File: src/rtl/uart_tx_pkg.sv
package uart_tx_pkg;

   typedef enum logic [2:0] {
      TX_IDLE  = 3'd0,
      TX_START = 3'd1,
      TX_DATA  = 3'd2,
      TX_PAR   = 3'd3,
      TX_STOP  = 3'd4
   } tx_state_e;

   function automatic logic calc_parity(input logic [15:0] bits, input logic odd);
      return odd ? ~(^bits) : (^bits);
   endfunction

endpackage

File: src/rtl/tx_sync.sv
module tx_sync #(
   parameter int STAGES = 2
) (
   input  logic clk,
   input  logic rst_n,
   input  logic d,
   output logic q
);
   logic [STAGES-1:0] chain;

   generate
      if (STAGES == 1) begin : g_one
         always_ff @(posedge clk or negedge rst_n)
            if (!rst_n) chain <= '0;
            else        chain <= d;
      end else begin : g_many
         always_ff @(posedge clk or negedge rst_n)
            if (!rst_n) chain <= '0;
            else        chain <= {chain[STAGES-2:0], d};
      end
   endgenerate

   assign q = chain[STAGES-1];
endmodule

File: src/rtl/tx_fifo.sv
module tx_fifo #(
   parameter int DW    = 8,
   parameter int DEPTH = 8,
   localparam int AW   = $clog2(DEPTH)
) (
   input  logic          clk,
   input  logic          rst_n,
   input  logic          wr_en,
   input  logic [DW-1:0] wr_data,
   input  logic          rd_en,
   output logic [DW-1:0] rd_data,
   output logic          empty,
   output logic          full,
   output logic [AW:0]   level
);
   logic [DW-1:0] mem [DEPTH];
   logic [AW-1:0] wptr, rptr;
   logic [AW:0]   cnt;
   logic          do_wr, do_rd;

   assign full  = (cnt == (AW+1)'(DEPTH));
   assign empty = (cnt == '0);
   assign do_wr = wr_en && !full;
   assign do_rd = rd_en && !empty;

   always_ff @(posedge clk or negedge rst_n) begin
      if (!rst_n) begin
         wptr <= '0;
         rptr <= '0;
         cnt  <= '0;
      end else begin
         if (do_wr) wptr <= wptr + 1'b1;
         if (do_rd) rptr <= rptr + 1'b1;
         case ({do_wr, do_rd})
            2'b10:   cnt <= cnt + 1'b1;
            2'b01:   cnt <= cnt - 1'b1;
            default: cnt <= cnt;
         endcase
      end
   end

   always_ff @(posedge clk)
      if (do_wr) mem[wptr] <= wr_data;

   assign rd_data = mem[rptr];
   assign level   = cnt;
endmodule

File: src/rtl/tx_bit_timer.sv
module tx_bit_timer #(
   parameter int CW = 5
) (
   input  logic          clk,
   input  logic          rst_n,
   input  logic          restart,
   input  logic          baud_tick,
   input  logic [CW-1:0] tpb,
   output logic          bit_done,
   output logic          mid_hit
);
   logic [CW-1:0] cnt;
   logic [CW-1:0] last, half;

   assign last = tpb - 1'b1;
   assign half = (tpb >> 1) - 1'b1;

   always_ff @(posedge clk or negedge rst_n) begin
      if (!rst_n)           cnt <= '0;
      else if (restart)     cnt <= '0;
      else if (baud_tick)   cnt <= (cnt == last) ? '0 : cnt + 1'b1;
   end

   assign bit_done = baud_tick && !restart && (cnt == last);
   assign mid_hit  = baud_tick && !restart && (cnt == half);
endmodule

File: src/rtl/tx_serializer.sv
module tx_serializer
   import uart_tx_pkg::*;
#(
   parameter int DW = 8,
   localparam int IW = (DW > 1) ? $clog2(DW) : 1
) (
   input  logic          clk,
   input  logic          rst_n,
   input  logic          start,
   input  logic [DW-1:0] start_data,
   input  logic          par_en,
   input  logic          par_odd,
   input  logic          nstop2,
   input  logic          smart,
   input  logic          line_in,
   input  logic          bit_done,
   input  logic          mid_hit,
   output logic          txd,
   output logic          active,
   output logic          nack_seen
);
   tx_state_e     state;
   logic [DW-1:0] shreg;
   logic [IW-1:0] idx;
   logic          par_q, par_en_q, two_q, smart_q, stop_idx;

   always_ff @(posedge clk or negedge rst_n) begin
      if (!rst_n) begin
         state     <= TX_IDLE;
         txd       <= 1'b1;
         shreg     <= '0;
         idx       <= '0;
         par_q     <= 1'b0;
         par_en_q  <= 1'b0;
         two_q     <= 1'b0;
         smart_q   <= 1'b0;
         stop_idx  <= 1'b0;
         nack_seen <= 1'b0;
      end else begin
         nack_seen <= 1'b0;
         case (state)
            TX_IDLE: begin
               txd <= 1'b1;
               if (start) begin
                  state    <= TX_START;
                  txd      <= 1'b0;
                  shreg    <= start_data;
                  par_q    <= calc_parity(16'(start_data), par_odd);
                  par_en_q <= par_en;
                  two_q    <= nstop2;
                  smart_q  <= smart;
               end
            end
            TX_START: if (bit_done) begin
               state <= TX_DATA;
               txd   <= shreg[0];
               shreg <= shreg >> 1;
               idx   <= '0;
            end
            TX_DATA: if (bit_done) begin
               if (idx == IW'(DW-1)) begin
                  if (par_en_q) begin
                     state <= TX_PAR;
                     txd   <= par_q;
                  end else begin
                     state    <= TX_STOP;
                     txd      <= 1'b1;
                     stop_idx <= 1'b0;
                  end
               end else begin
                  idx   <= idx + 1'b1;
                  txd   <= shreg[0];
                  shreg <= shreg >> 1;
               end
            end
            TX_PAR: if (bit_done) begin
               state    <= TX_STOP;
               txd      <= 1'b1;
               stop_idx <= 1'b0;
            end
            TX_STOP: begin
               if (smart_q && !stop_idx && mid_hit && !line_in)
                  nack_seen <= 1'b1;
               if (bit_done) begin
                  if (stop_idx == two_q) state <= TX_IDLE;
                  else                   stop_idx <= 1'b1;
               end
            end
            default: state <= TX_IDLE;
         endcase
      end
   end

   assign active = (state != TX_IDLE);
endmodule

File: src/rtl/uart_tx_fc.sv
module uart_tx_fc #(
   parameter int DATA_W      = 8,
   parameter int FIFO_DEPTH  = 8,
   parameter int OVS_NORMAL  = 16,
   parameter int OVS_FAST    = 8,
   parameter int SYNC_STAGES = 2,
   localparam int LW = $clog2(FIFO_DEPTH) + 1,
   localparam int CW = $clog2(OVS_NORMAL + 1)
) (
   input  logic              clk,
   input  logic              rst_n,
   input  logic              baud_tick,
   input  logic              en_global,
   input  logic              en_tx,
   input  logic              cts_fc_en,
   input  logic              cts,
   input  logic              high_speed,
   input  logic              eot_mode,
   input  logic              smart_mode,
   input  logic              two_stop,
   input  logic              par_en,
   input  logic              par_odd,
   input  logic              wr_valid,
   input  logic [DATA_W-1:0] wr_data,
   output logic              wr_ready,
   input  logic [LW-1:0]     thresh,
   input  logic              line_in,
   input  logic              abort_clr,
   output logic              txd,
   output logic              busy,
   output logic              tx_irq,
   output logic              abort_flag,
   output logic [LW-1:0]     fifo_level
);
   generate
      if (FIFO_DEPTH < 2 || (FIFO_DEPTH & (FIFO_DEPTH - 1)) != 0) begin : g_bad_depth
         $error("FIFO_DEPTH must be a power of two and at least 2");
      end
      if (OVS_FAST < 2 || OVS_FAST >= OVS_NORMAL || (OVS_FAST % 2) != 0) begin : g_bad_ovs
         $error("OVS_FAST must be even and below OVS_NORMAL");
      end
      if (DATA_W < 5 || DATA_W > 16) begin : g_bad_dw
         $error("DATA_W must be between 5 and 16");
      end
      if (SYNC_STAGES < 1) begin : g_bad_sync
         $error("SYNC_STAGES must be at least 1");
      end
   endgenerate

   logic              cts_s;
   logic              fifo_empty, fifo_full;
   logic [DATA_W-1:0] head;
   logic              ser_active, nack_seen;
   logic              bit_done, mid_hit;
   logic              start_go;
   logic              abort_q;
   logic [CW-1:0]     tpb;

   tx_sync #(.STAGES(SYNC_STAGES)) u_cts_sync (
      .clk(clk), .rst_n(rst_n), .d(cts), .q(cts_s)
   );

   assign start_go = !ser_active && !fifo_empty && en_global && en_tx &&
                     !abort_q && (!cts_fc_en || cts_s);

   tx_fifo #(.DW(DATA_W), .DEPTH(FIFO_DEPTH)) u_fifo (
      .clk(clk), .rst_n(rst_n),
      .wr_en(wr_valid), .wr_data(wr_data),
      .rd_en(start_go), .rd_data(head),
      .empty(fifo_empty), .full(fifo_full), .level(fifo_level)
   );

   assign tpb = (high_speed && !smart_mode) ? CW'(OVS_FAST) : CW'(OVS_NORMAL);

   tx_bit_timer #(.CW(CW)) u_timer (
      .clk(clk), .rst_n(rst_n), .restart(start_go), .baud_tick(baud_tick),
      .tpb(tpb), .bit_done(bit_done), .mid_hit(mid_hit)
   );

   tx_serializer #(.DW(DATA_W)) u_ser (
      .clk(clk), .rst_n(rst_n), .start(start_go), .start_data(head),
      .par_en(par_en), .par_odd(par_odd), .nstop2(two_stop || smart_mode),
      .smart(smart_mode), .line_in(line_in),
      .bit_done(bit_done), .mid_hit(mid_hit),
      .txd(txd), .active(ser_active), .nack_seen(nack_seen)
   );

   always_ff @(posedge clk or negedge rst_n) begin
      if (!rst_n)          abort_q <= 1'b0;
      else if (nack_seen)  abort_q <= 1'b1;
      else if (abort_clr)  abort_q <= 1'b0;
   end

   assign abort_flag = abort_q;
   assign wr_ready   = !fifo_full;
   assign busy       = ser_active || !fifo_empty;
   assign tx_irq     = eot_mode ? (fifo_empty && !ser_active) : (fifo_level <= thresh);
endmodule

File: config.mk
export PLATFORM = sky130hd
export DESIGN_NAME = uart_tx_fc
export DESIGN_NICKNAME = d
export VERILOG_FILES = /design/src/rtl/uart_tx_pkg.sv /design/src/rtl/tx_sync.sv /design/src/rtl/tx_fifo.sv /design/src/rtl/tx_bit_timer.sv /design/src/rtl/tx_serializer.sv /design/src/rtl/uart_tx_fc.sv
export SDC_FILE = /design/constraint.sdc
export NUM_CORES = 1
export LEC_CHECK = 0
export ABC_AREA = 0
export BUFFER_PORTS_ARGS = -buffer_cell sky130_fd_sc_hd__clkbuf_2
export CAP_MARGIN = 20
export CORE_UTILIZATION = 54
export DETAILED_ROUTE_END_ITERATION = 7
export GPL_ROUTABILITY_DRIVEN = 0
export PLACE_DENSITY_LB_ADDON = 0.12
export SLEW_MARGIN = 30
export SYNTH_ARGS = -nofsm -noshare
export SYNTH_HDL_FRONTEND = slang
export SYNTH_SLANG_ARGS = --single-unit
File: constraint.sdc
create_clock -name clk -period 2.8 [get_ports clk]
set_input_delay 0.28 -clock clk [delete_from_list [all_inputs] [get_ports clk]]
set_output_delay 0.28 -clock clk [all_outputs]
set_load 0.03 [all_outputs]
==> impl_metrics.json <==
{
  "status": "finished clean",
  "gr-total-overflow": 0,
  "vias": 2742,
  "diodes": 0,
  "finalHoldViolCount": 0,
  "finalPower_mw": 5.47,
  "rows": 33,
  "hpwl_um": 5810,
  "cap_violations": 0,
  "dieArea_um2": 9080,
  "rsz0062_at_grt": "false",
  "area_growth_pct": 12.7,
  "synth-edff-count": 64,
  "crit_required_ns": 3.05,
  "wl_per_cell_um": 16.9,
  "place_worst_setup_slack_ns": 0.291,
  "grt.total_usage": 0.203,
  "critPathTopFamily": "simple AND/OR/NAND/NOR gates",
  "synthesis.area_um2": 4700,
  "postSynthCellCount": 327,
  "drc": 0,
  "worst-path-buf-inv": 0,
  "fillers": 641,
  "grt_pass1_vias": 2606,
  "finalMaxSlewViolations": 0,
  "drive_gt1_frac": 0.261,
  "worstHoldPathCells": 2,
  "cts_root_buf": "clkbuf_8",
  "ir_drop_uv": 515,
  "hold_start": "line_in",
  "drt_wl_total_um": 8240,
  "critPathKind": "reg2reg",
  "reg2reg_depth": 10,
  "cts_post_setup_buffers_inserted": 0,
  "cp.arrival_ns": 2.76,
  "tightest_slew_ns": 0.550,
  "layout_min_cycle_time_ns": 2.51,
  "ios": 37,
  "timing.rr.end": "u_fifo.level[2]$_DFFE_PN0P_",
  "clock_latency_ns": 0.36,
  "cts.sinks": 103,
  "hold_ws_ns": 0.0694,
  "synth.distinct_cells": 51,
  "ys_warn_count": 0,
  "ys.flop_type": "edfxtp_1",
  "path_clk_slew_ns": 0.10,
  "cp-start-kind": "register",
  "setup_viol": 0,
  "r2r_setup_slack_ns": 0.29,
  "hold_class": "in2reg",
  "cts_buffers": 9,
  "die_width_um": 95.3,
  "portBuffers": 36,
  "synth_nets": 367,
  "power_density_nw_per_um2": 1030,
  "drt-vias-per-instance": 5.62,
  "clock_skew_ns": 0.0135,
  "grt_max_degree": 40,
  "critPathMaxStageDelay_ns": 0.56,
  "grt_first_pass_wirelength_um": 13400,
  "final_nets": 418,
  "grt_antenna_before_repair": 0,
  "die_h_um": 95.3,
  "p_leak_nw": 2.09,
  "fin_tns_setup_ns": 0,
  "first_iter_violations": 102,
  "cts_tree": "yes",
  "max_slew_margin": 0.633,
  "cts_max_level": 3,
  "fin_crit_sh": 0.895,
  "first_pass_iters": 4,
  "core-area_um2": 8300,
  "initial_core_util": 0.566,
  "syn_avg_cell_area_um2": 14.4,
  "critPathMaxFanout": 9,
  "clk_path_buf_depth": 2,
  "crit_chain": "nor4_1, or4_4, nor3_4, ha_2, xor2_1, ha_1, a21oi_1, xor2_1, nor2_1, xor2_1",
  "rr_startpoint": "u_fifo.level[1]$_DFFE_PN0P_",
  "slowest_stage": "or4_4",
  "synth-seq-cells": 103,
  "ant_nets": 0,
  "clock.fmax_mhz": 399,
  "seq_area_frac_synth": 0.617,
  "worstSetupEndpointType": "register",
  "layout_setup_ws_ns": 0.293,
  "synth-async-reset-ratio": 0.379,
  "min_to": "u_ser.nack_seen$_DFF_PN0_",
  "cpMostUsedCell": "xor2_1"
}
area by class of cell:
type / count / area, um2 / area share
timing repair buffer: 54 / 323 / 0.0610
tap: 105 / 131 / 0.0248
clock inverter: 7 / 85.1 / 0.0161
clock buffer: 9 / 124 / 0.0234
sequential: 103 / 2900 / 0.548
inverter: 10 / 37.5 / 0.00709
multi-input combinational: 200 / 1690 / 0.319
worst reg2reg max path, delay by kind of cell (launching register included):
kind / cells / cell delay (ns)
AND/OR/NAND/NOR: 4 / 0.96
flip-flops: 1 / 0.47
adder cells (fa/ha/maj): 2 / 0.45
XOR/XNOR: 3 / 0.38
AO/OA/AOI/OAI: 1 / 0.15
how the worst max path moves through the flow:
stage          cells after the start  slack (ns)                          end                        start
3_3_place_gp                      10        0.37  u_fifo.level[2]$_DFFE_PN0P_  u_fifo.level[1]$_DFFE_PN0P_
4_1_cts                           10        0.28  u_fifo.level[2]$_DFFE_PN0P_  u_fifo.level[3]$_DFFE_PN0P_
3_5_place_dp                      10        0.29  u_fifo.level[2]$_DFFE_PN0P_  u_fifo.level[1]$_DFFE_PN0P_
5_1_grt                           10        0.11  u_fifo.level[3]$_DFFE_PN0P_  u_fifo.level[1]$_DFFE_PN0P_
2_1_floorplan                     12       0.008  u_fifo.level[2]$_DFFE_PN0P_  u_fifo.level[1]$_DFFE_PN0P_
6_report                          10        0.29  u_fifo.level[2]$_DFFE_PN0P_  u_fifo.level[1]$_DFFE_PN0P_
cell usage after synthesis (3+ instances only):
cell	instances	area, um2
nor3_1	4	20.0
a22o_1	3	26.3
nand2_1	25	93.8
edfxtp_1	64	1920
inv_1	9	33.8
xnor2_1	10	87.6
mux2i_1	9	90.1
o21ai_0	10	50.1
dfrtp_1	38	951
ha_1	12	150
nand3_1	7	35.0
mux4_2	12	270
a32oi_1	3	26.3
mux2_2	6	67.6
nand2b_1	9	56.3
mux2_1	9	101
clkbuf_1	6	22.5
buf_2	6	30.0
nor2_1	23	86.3
a21oi_1	13	65.1
mux4_1	4	105
o21ai_1	3	15.0
xor2_1	8	70.1
power by group:
group | total [mW] | switching [mW] | internal [mW]
combinational | 2.17 | 1.06 | 1.11
sequential | 2.33 | 0.330 | 2.00
clock | 0.974 | 0.538 | 0.436
layout by cell type, fill, tap and decap left out, types with 4 or more instances in the layout:
cell type | Yosys | routed
nor2_1 | 23 | 23
mux2_1 | 9 | 9
clkbuf_8 | 0 | 9
a21oi_1 | 13 | 13
dfrtp_1 | 38 | 35
buf_4 | 0 | 16
nand2b_1 | 9 | 9
mux4_2 | 12 | 12
ha_1 | 12 | 11
nand3_1 | 7 | 7
mux4_1 | 4 | 4
xnor2_1 | 10 | 10
xor2_1 | 8 | 8
mux2i_1 | 9 | 9
edfxtp_1 | 64 | 64
clkbuf_2 | 0 | 35
o21ai_0 | 10 | 10
inv_1 | 9 | 9
nor3_1 | 4 | 4
nand2_1 | 25 | 25
mux2_2 | 6 | 6
logic make-up after synthesis:
logic type               Yosys count  synth area share
XOR/XNOR                          19            0.0386
AND/OR/NAND/NOR                   84            0.0865
multiplexers                      42             0.143
buffers and inverters             24            0.0258
flip-flops                       103             0.617
AO/OA/AOI/OAI                     43            0.0572
adder cells (fa/ha/maj)           12            0.0319
routing by layer:
| layer | track usage | routed length, um | vias up | part of all wire |
|---|---|---|---|---|
| met5 | 0 | 0 | - | 0 |
| met4 | 0.0543 | 74 | 0 | 0.0090 |
| met3 | 0.0542 | 298 | 6 | 0.036 |
| met2 | 0.305 | 3890 | 44 | 0.47 |
| met1 | 0.293 | 3970 | 1377 | 0.48 |
| li1 | - | - | 1315 | - |
sequential cells by signal, summed over array words and instances, names as in the netlist, 2 cells and up:
| name | cells |
|---|---|
| u_fifo.level | 4 |
| u_ser.shreg | 8 |
| u_cts_sync.chain | 2 |
| u_timer.cnt | 5 |
| u_fifo.mem | 64 |
| u_ser.state | 3 |
| u_ser.idx | 3 |
| u_fifo.wptr | 3 |
| u_fifo.rptr | 3 |
what timing repair did:
item / 4_1_cts / 5_1_grt
endpoints found under the hold margin: 39 / 0
hold buffers: 2 / 0
gates resized for setup: 0 / 0
metrics by stage:
step / cells / util / area [um2]
4_1_cts: 488 / 0.638 / 5300
5_1_grt: 488 / 0.638 / 5300
3_5_place_dp: 470 / 0.610 / 5070
2_1_floorplan: 327 / - / 4730
3_3_place_gp: 470 / 0.610 / 5060
6_report: 488 / 0.638 / 5300
(Power assumes the default switching activity.)
